<file path="src/rtl/mcf_pkg.sv">
`timescale 1ns/1ps
package mcf_pkg;

    localparam int DEF_ADDR_W = 48;
    localparam int NUM_SLOTS  = 2;
    localparam int SLOT_IDX_W = $clog2(NUM_SLOTS);

    typedef enum logic [1:0] {
        RSN_PROMISC = 2'b00,
        RSN_UNICAST = 2'b01,
        RSN_BCAST   = 2'b10,
        RSN_MCAST   = 2'b11
    } reason_e;

    typedef enum logic [1:0] {
        CLS_UNI   = 2'd0,
        CLS_BCAST = 2'd1,
        CLS_GROUP = 2'd2
    } frame_cls_e;

    typedef struct packed {
        logic    accept;
        reason_e reason;
    } verdict_t;

    typedef struct packed {
        logic promisc;
        logic filt_en;
        logic mc_en;
        logic mc_sel;
    } filt_ctrl_t;

    // Bit index of the group bit: LSB of the first transmitted octet.
    function automatic int group_bit_pos(input int addr_w);
        return addr_w - 8;
    endfunction

endpackage

</file>
<file path="src/rtl/mcf_classify.sv">
`timescale 1ns/1ps
module mcf_classify
    import mcf_pkg::*;
#(
    parameter int ADDR_W = DEF_ADDR_W
) (
    input  logic [ADDR_W-1:0] dst,
    output frame_cls_e        cls
);
    localparam int GRP_BIT = group_bit_pos(ADDR_W);

    logic all_ones;
    logic grp;

    assign all_ones = &dst;
    assign grp      = dst[GRP_BIT];

    // Broadcast takes precedence over group classification.
    always_comb begin
        if (all_ones)
            cls = CLS_BCAST;
        else if (grp)
            cls = CLS_GROUP;
        else
            cls = CLS_UNI;
    end
endmodule

</file>
<file path="src/rtl/mcf_addr_match.sv">
`timescale 1ns/1ps
module mcf_addr_match
    import mcf_pkg::*;
#(
    parameter int ADDR_W = DEF_ADDR_W,
    localparam int HALF_W = ADDR_W / 2
) (
    input  logic [ADDR_W-1:0]                 dst,
    input  logic [NUM_SLOTS-1:0][HALF_W-1:0]  slot_hi,
    input  logic [NUM_SLOTS-1:0][HALF_W-1:0]  slot_lo,
    input  logic [HALF_W-1:0]                 local_hi,
    input  logic [HALF_W-1:0]                 local_lo,
    output logic [NUM_SLOTS-1:0]              slot_hit,
    output logic                              local_hit
);
    genvar g;
    generate
        for (g = 0; g < NUM_SLOTS; g++) begin : g_slot
            logic hi_eq;
            logic lo_eq;
            assign hi_eq       = (dst[ADDR_W-1:HALF_W] == slot_hi[g]);
            assign lo_eq       = (dst[HALF_W-1:0]      == slot_lo[g]);
            assign slot_hit[g] = hi_eq & lo_eq;
        end
    endgenerate

    assign local_hit = (dst[ADDR_W-1:HALF_W] == local_hi) &&
                       (dst[HALF_W-1:0]      == local_lo);
endmodule

</file>
<file path="src/rtl/mcf_decide.sv">
`timescale 1ns/1ps
module mcf_decide
    import mcf_pkg::*;
(
    input  filt_ctrl_t           ctrl,
    input  frame_cls_e           cls,
    input  logic [NUM_SLOTS-1:0] slot_hit,
    input  logic                 local_hit,
    output verdict_t             verdict
);
    logic sel_hit;

    assign sel_hit = slot_hit[SLOT_IDX_W'(ctrl.mc_sel)];

    always_comb begin
        verdict = '{accept: 1'b0, reason: RSN_PROMISC};
        if (ctrl.promisc) begin
            verdict.accept = 1'b1;
            verdict.reason = RSN_PROMISC;
        end else begin
            unique case (cls)
                CLS_BCAST: begin
                    verdict.accept = 1'b1;
                    verdict.reason = RSN_BCAST;
                end
                CLS_GROUP: begin
                    verdict.reason = RSN_MCAST;
                    if (!ctrl.filt_en)
                        verdict.accept = 1'b1;
                    else if (!ctrl.mc_en)
                        verdict.accept = 1'b0;
                    else
                        verdict.accept = sel_hit;
                end
                default: begin
                    verdict.reason = RSN_UNICAST;
                    verdict.accept = local_hit;
                end
            endcase
        end
    end
endmodule

</file>
<file path="src/rtl/mac_rx_filter.sv">
`timescale 1ns/1ps
module mac_rx_filter
    import mcf_pkg::*;
#(
    parameter int ADDR_W = DEF_ADDR_W,
    localparam int HALF_W = ADDR_W / 2
) (
    input  logic              clk,
    input  logic              rst,
    input  logic              cfg_promisc,
    input  logic              cfg_filt_en,
    input  logic              cfg_mc_en,
    input  logic              cfg_mc_sel,
    input  logic [HALF_W-1:0] cfg_mc0_hi,
    input  logic [HALF_W-1:0] cfg_mc0_lo,
    input  logic [HALF_W-1:0] cfg_mc1_hi,
    input  logic [HALF_W-1:0] cfg_mc1_lo,
    input  logic [HALF_W-1:0] cfg_local_hi,
    input  logic [HALF_W-1:0] cfg_local_lo,
    input  logic [ADDR_W-1:0] rx_dst,
    input  logic              rx_valid,
    output logic              dec_valid,
    output logic              dec_accept,
    output logic [1:0]        dec_reason
);
    filt_ctrl_t                        ctrl;
    frame_cls_e                        cls;
    logic [NUM_SLOTS-1:0][HALF_W-1:0]  slot_hi;
    logic [NUM_SLOTS-1:0][HALF_W-1:0]  slot_lo;
    logic [NUM_SLOTS-1:0]              slot_hit;
    logic                              local_hit;
    verdict_t                          verdict_d;
    verdict_t                          verdict_q;
    logic                              valid_q;

    assign ctrl = '{promisc: cfg_promisc, filt_en: cfg_filt_en,
                    mc_en: cfg_mc_en, mc_sel: cfg_mc_sel};

    assign slot_hi[0] = cfg_mc0_hi;
    assign slot_lo[0] = cfg_mc0_lo;
    assign slot_hi[1] = cfg_mc1_hi;
    assign slot_lo[1] = cfg_mc1_lo;

    mcf_classify #(.ADDR_W(ADDR_W)) u_classify (
        .dst (rx_dst),
        .cls (cls)
    );

    mcf_addr_match #(.ADDR_W(ADDR_W)) u_match (
        .dst       (rx_dst),
        .slot_hi   (slot_hi),
        .slot_lo   (slot_lo),
        .local_hi  (cfg_local_hi),
        .local_lo  (cfg_local_lo),
        .slot_hit  (slot_hit),
        .local_hit (local_hit)
    );

    mcf_decide u_decide (
        .ctrl      (ctrl),
        .cls       (cls),
        .slot_hit  (slot_hit),
        .local_hit (local_hit),
        .verdict   (verdict_d)
    );

    always_ff @(posedge clk) begin
        if (rst) begin
            valid_q   <= 1'b0;
            verdict_q <= '{accept: 1'b0, reason: RSN_PROMISC};
        end else begin
            valid_q <= rx_valid;
            if (rx_valid)
                verdict_q <= verdict_d;
        end
    end

    assign dec_valid  = valid_q;
    assign dec_accept = verdict_q.accept;
    assign dec_reason = verdict_q.reason;
endmodule

</file>
<file path="config.mk">
export PLATFORM = sky130hd
export DESIGN_NAME = mac_rx_filter
export DESIGN_NICKNAME = d
export VERILOG_FILES = /design/src/rtl/mcf_pkg.sv /design/src/rtl/mcf_classify.sv /design/src/rtl/mcf_addr_match.sv /design/src/rtl/mcf_decide.sv /design/src/rtl/mac_rx_filter.sv
export SDC_FILE = /design/constraint.sdc
export NUM_CORES = 1
export LEC_CHECK = 0
export BUFFER_PORTS_ARGS = -buffer_cell sky130_fd_sc_hd__buf_2
export CAP_MARGIN = 15
export CORE_ASPECT_RATIO = 1.2
export CORE_MARGIN = 2
export CORE_UTILIZATION = 32
export DETAILED_ROUTE_END_ITERATION = 16
export PLACE_DENSITY = 0.86
export SLEW_MARGIN = 20
export SYNTH_ARGS = -nofsm -noshare
export SYNTH_HDL_FRONTEND = slang
export SYNTH_SLANG_ARGS = --single-unit
</file>
<file path="constraint.sdc">
create_clock -name clk -period 1.3 [get_ports clk]
set_input_delay 0.065 -clock clk [delete_from_list [all_inputs] [get_ports clk]]
set_output_delay 0.065 -clock clk [all_outputs]
set_load 0.05 [all_outputs]
</file>
# Yosys cells after proc, flatten, opt, wreduce, memory -nomap -nowiden
# Index checks and enable logic that the tools add are counted.
# totals
input_bits	199
out_inout_bits	4
regBits	4
# op_classes
n_lt_le_gt_ge	1
n_reduce_logical	2
bitwise	2
mux	8
eq_ne	8
# ops
op	n
$eq A24 B24 Y1	6
$reduce_and A48 Y1	1
$pmux W3 S2	1
$mux W1	4
$mux W2	2
$mux W3	1
$and A1 B1 Y1	2
$eq A2 B1 Y1 const B	1
$eq A2 B2 Y1 const B	1
$lt A1 B2 Y1 const B	1
$logic_and A1 B1 Y1	1

# Logic depth before layout (Yosys ltp)
# logic_depth
word_depth	8
depth_mapped	6
depth_no_buf	6

# Hierarchy
# Synthesis repeated with hierarchy kept, for this count alone.
# unflattened
hier_cells	234
area_unflattened_um2	1918.1
# by_module_without_submodules
module	area_each_um2	cells_each	instances
mcf_addr_match	1567.8	192	1
mac_rx_filter	127.6	11	1
mcf_classify	123.9	19	1
mcf_decide	98.8	12	1

# Least setup slack after synthesis
# OpenSTA, ideal clock, no wires.
# synth_path
path_kind	input port to flip-flop
from	input rx_dst[31]
to	register verdict_q, in the netlist dec_accept
setup_time_ps	69
arrival_time_ps	1183
path_buffers	0
path_stages	6
slack_ps	48
t_required_ps	1231
cell_sequence	xnor2_1 > nand2_2 > or4_4 > nor4_2 > a21oi_1 > o21ai_1
# synth_via
elab_chain_cells	8
word_cells_on_any_way	16
# synth_lines
item	line_no	rtl
start, declared	mac_rx_filter.sv:20	input logic [ADDR_W-1:0] rx_dst,
$eq A24 B24 Y1	mcf_addr_match.sv:21	assign hi_eq = (dst[ADDR_W-1:HALF_W] == slot_hi[g]);
$and A1 B1 Y1	mcf_addr_match.sv:23	assign slot_hit[g] = hi_eq & lo_eq;
$mux W1 (not written as such) (2 in series)	mcf_decide.sv:13	assign sel_hit = slot_hit[SLOT_IDX_W'(ctrl.mc_sel)];
$mux W1	mcf_decide.sv:30	else if (!ctrl.mc_en)
$mux W1	mcf_decide.sv:28	if (!ctrl.filt_en)
$pmux W3 S2 (*)	mcf_decide.sv:21	unique case (cls)
$mux W3 (*)	mcf_decide.sv:17	if (ctrl.promisc) begin
end signal, assigned	mac_rx_filter.sv:70	verdict_q <= '{accept: 1'b0, reason: RSN_PROMISC};
end signal, assigned	mac_rx_filter.sv:74	verdict_q <= verdict_d;
end, declared	mac_rx_filter.sv:33	verdict_t verdict_q;
# Mark *: on every way between the ends. The rest lies on a longest branch, timed or not. The select of a mux whose other input is x is not followed.
# A chain may end at the register's enable or synchronous reset.

# Final worst setup path
# Ends and elaborated chain as after synthesis.

==> results_dict.tcl <==
set metrics [dict create \
    status "completed" \
    final.fill_count 514 \
    hold_viol_final 0 \
    pwr-share-seq_pct 9.0 \
    path_class "input pin to flop" \
    cp-end-kind "flop" \
    cp.arrival_ns 1.44 \
    p_per_area_nw_per_um2 434 \
    grt_pass1_wl_um 14500 \
    root_buffer "clkbuf_8" \
    syn_area_um2 1870 \
    cap_violations 0 \
    path_delay_family "simple AND/OR/NAND/NOR gates" \
    slowest_delay_ns 0.51 \
    synthToLayoutAreaGrowth_pct 84.1 \
    drc 0 \
    totalWireLength_um 9950 \
    drtIter0Drc 111 \
    design.die.area_um2 6460 \
    grt_pass1_vias 3029 \
    path_buf_inv 1 \
    worst-path-stages 7 \
    cts_sinks 4 \
    clockBufferDepth 2 \
    critical_path.slowest_cell "or4_4" \
    dp_hpwl_um 9060 \
    htree_levels 1 \
    maxSlewViolCount 0 \
    ys_ff_latch 4 \
    fin_util_pct 61.0 \
    coreArea_um2 5630 \
    start_util_pct 33.2 \
    path_clk_slew_ns 0.03 \
    required_ns 1.45 \
    setup_viol 0 \
    yosysWarningCount 0 \
    final_common_cell "buf_2" \
    cts_tree "yes" \
    grt_overflow 0 \
    avgSynthCellArea_um2 7.94 \
    worstPathMaxFanout 2 \
    grt_max_degree 6 \
    diodes 0 \
    ys_types 29 \
    post_cts_buffers 0 \
    die_h_um 87.7 \
    first_pass_iters 5 \
    num_vias 2836 \
    multiInputGateArea_um2 1810 \
    sw_frac_of_total_pct 41.1 \
    worstMarginPinSlew_ns 0.451 \
    final_antenna_net_count 0 \
    min_period_ns 1.29 \
    crit_chain "buf_2 -> xnor2_2 -> nand2_2 -> or4_4 -> nor4_2 -> a21oi_1 -> o21ai_1" \
    final_cells 552 \
    vdd_drop_max_v 0.000226 \
    p_int_mw 0.879 \
    ys_seq_area_share_pct 4.29 \
    rows 30 \
    avgViaCountPerCell 5.14 \
    synthCells 235 \
    antenna_found_initial 0 \
    hold_path.class "input pin to flop" \
    cts_inserted_buffers 3 \
    skew_ns 0 \
    rsz0062_at_grt "true" \
    switching_power_mw 0.614 \
    track_usage_pct 30.0 \
    regArea_um2 80.1 \
    leakagePower_nw 1.76 \
    wire_per_inst_um 18.0 \
    synth_top_area_cell "xor2_1" \
    min_path_cells 2 \
    syn_nets 434 \
    design_area_um2 3440 \
    slew_headroom_pct 69.6 \
    layout_common_cells "buf_2 (202), xor2_1 (112), buf_4 (47), nand4_1 (22)" \
    power_frac_comb_pct 73.1 \
    drive_gt1_share_pct 55.3 \
    clock_latency_ns 0.22 \
    die_w_um 73.7 \
    gp_congestion 0.920 \
    p_clk_share_pct 17.9 \
    placed_cell_area_um2 3330 \
    boundaryPins 203 \
    nets 689 \
    startpoint_type "input pin" \
    fmax_mhz 775 \
    yosysTopAreaCellShare_pct 52.5 \
    holdBufCountCts 0 \
    portBuffers 202 \
    synth.area.top_cells "xor2_1 (53%), xnor2_1 (10%), nor4_1 (10%)" \
    fin_crit_sh_pct 99.3 \
    dp.cells 549 \
    reg2reg_depth 4 \
]
## per-layer routing
metal | share of wire, % | global-route usage (%) | vias to the layer above
met5 | 0 | 0 | -
li1 | - | - | 1356
met2 | 53 | 57.9 | 163
met3 | 7.0 | 4.95 | 34
met1 | 36 | 31.7 | 1283
met4 | 3.9 | 11.4 | 0
## kinds of logic after synthesis
kind of cell	count (synthesis)	share of synthesized area, %
flip-flops	4	4.29
AND/OR/NAND/NOR	69	24.0
XOR/XNOR	134	62.9
buffers and inverters	11	2.21
AO/OA/AOI/OAI	17	6.64
## synthesized netlist by cell type
cell,count
o22ai_1,1
a21o_1,1
nor4_4,1
xor2_1,112
o221ai_1,2
a2111oi_0,2
nand4_1,22
a222oi_1,1
or4_4,1
nor2_1,4
nand3_1,4
nand2_1,1
nor4_2,2
a2bb2oi_1,1
or2b_2,1
a21oi_1,3
nor3_1,1
a221oi_1,1
inv_2,1
o21ai_0,1
o2111ai_1,1
or3_1,1
dfxtp_1,4
nand2_2,1
nor4_1,30
xnor2_1,22
o21ai_1,2
inv_1,10
a311oi_1,1
## area by class of cell
| type | count | share of cell area, % |
|---|---|---|
| Tap cell | 64 | 2.33 |
| Clock buffer | 3 | 1.20 |
| Multi-Input combinational cell | 220 | 52.7 |
| Inverter | 11 | 1.20 |
| Timing Repair Buffer | 250 | 40.3 |
| Sequential cell | 4 | 2.33 |
## timing repair
item                       in CTS  in global routing
setup endpoints to repair       1                  1
gates cloned                    0                  0
pin swaps                       2                  2
gates resized for setup         2                  9
## final timing paths
kind            startpoint       endpoint  slack [ns]
max             rx_dst[31]     dec_accept       0.009
min reg2reg  dec_reason[1]  dec_reason[1]        0.46
max reg2reg     dec_accept     dec_accept        0.52
min                    rst      dec_valid        0.06
## state kept, by name, indices dropped and copies added, names as in the netlist
register and flops:
dec_accept 1, dec_reason 2, dec_valid 1
## metrics by stage
| step | setup TNS (ns) | hold slack [ns] | setup WS, ns | total power, mW |
|---|---|---|---|---|
| finish | 0 | 0.0554 | 0.00921 | 1.49 |
| global route | -0.0497 | 0.0636 | -0.0497 | 1.59 |
| CTS | 0 | 0.0490 | 0.0170 | 1.47 |
| detailed placement | -0.371 | 0.278 | -0.310 | 1.19 |
| global placement | -0.372 | 0.269 | -0.289 | 1.16 |
| floorplan | 0 | 0.132 | 0.0483 | 0.518 |
## power by group through the flow
stage	Sequential (mW)	Clock, mW	Combinational, mW
after global placement	0.135	0	1.02
after floorplan	0.159	0	0.359
final	0.134	0.267	1.09
after detailed placement	0.135	0	1.05
after global routing	0.134	0.284	1.17
after CTS	0.134	0.274	1.06
## worst reg2reg max path, stage by stage (launching register included)
cell     delay, ns
dfxtp_1       0.34
nor2_1        0.05
nor2_1        0.12
nand3_1       0.09
o21ai_1       0.11
Note: power is estimated with default switching activity, not from simulation.
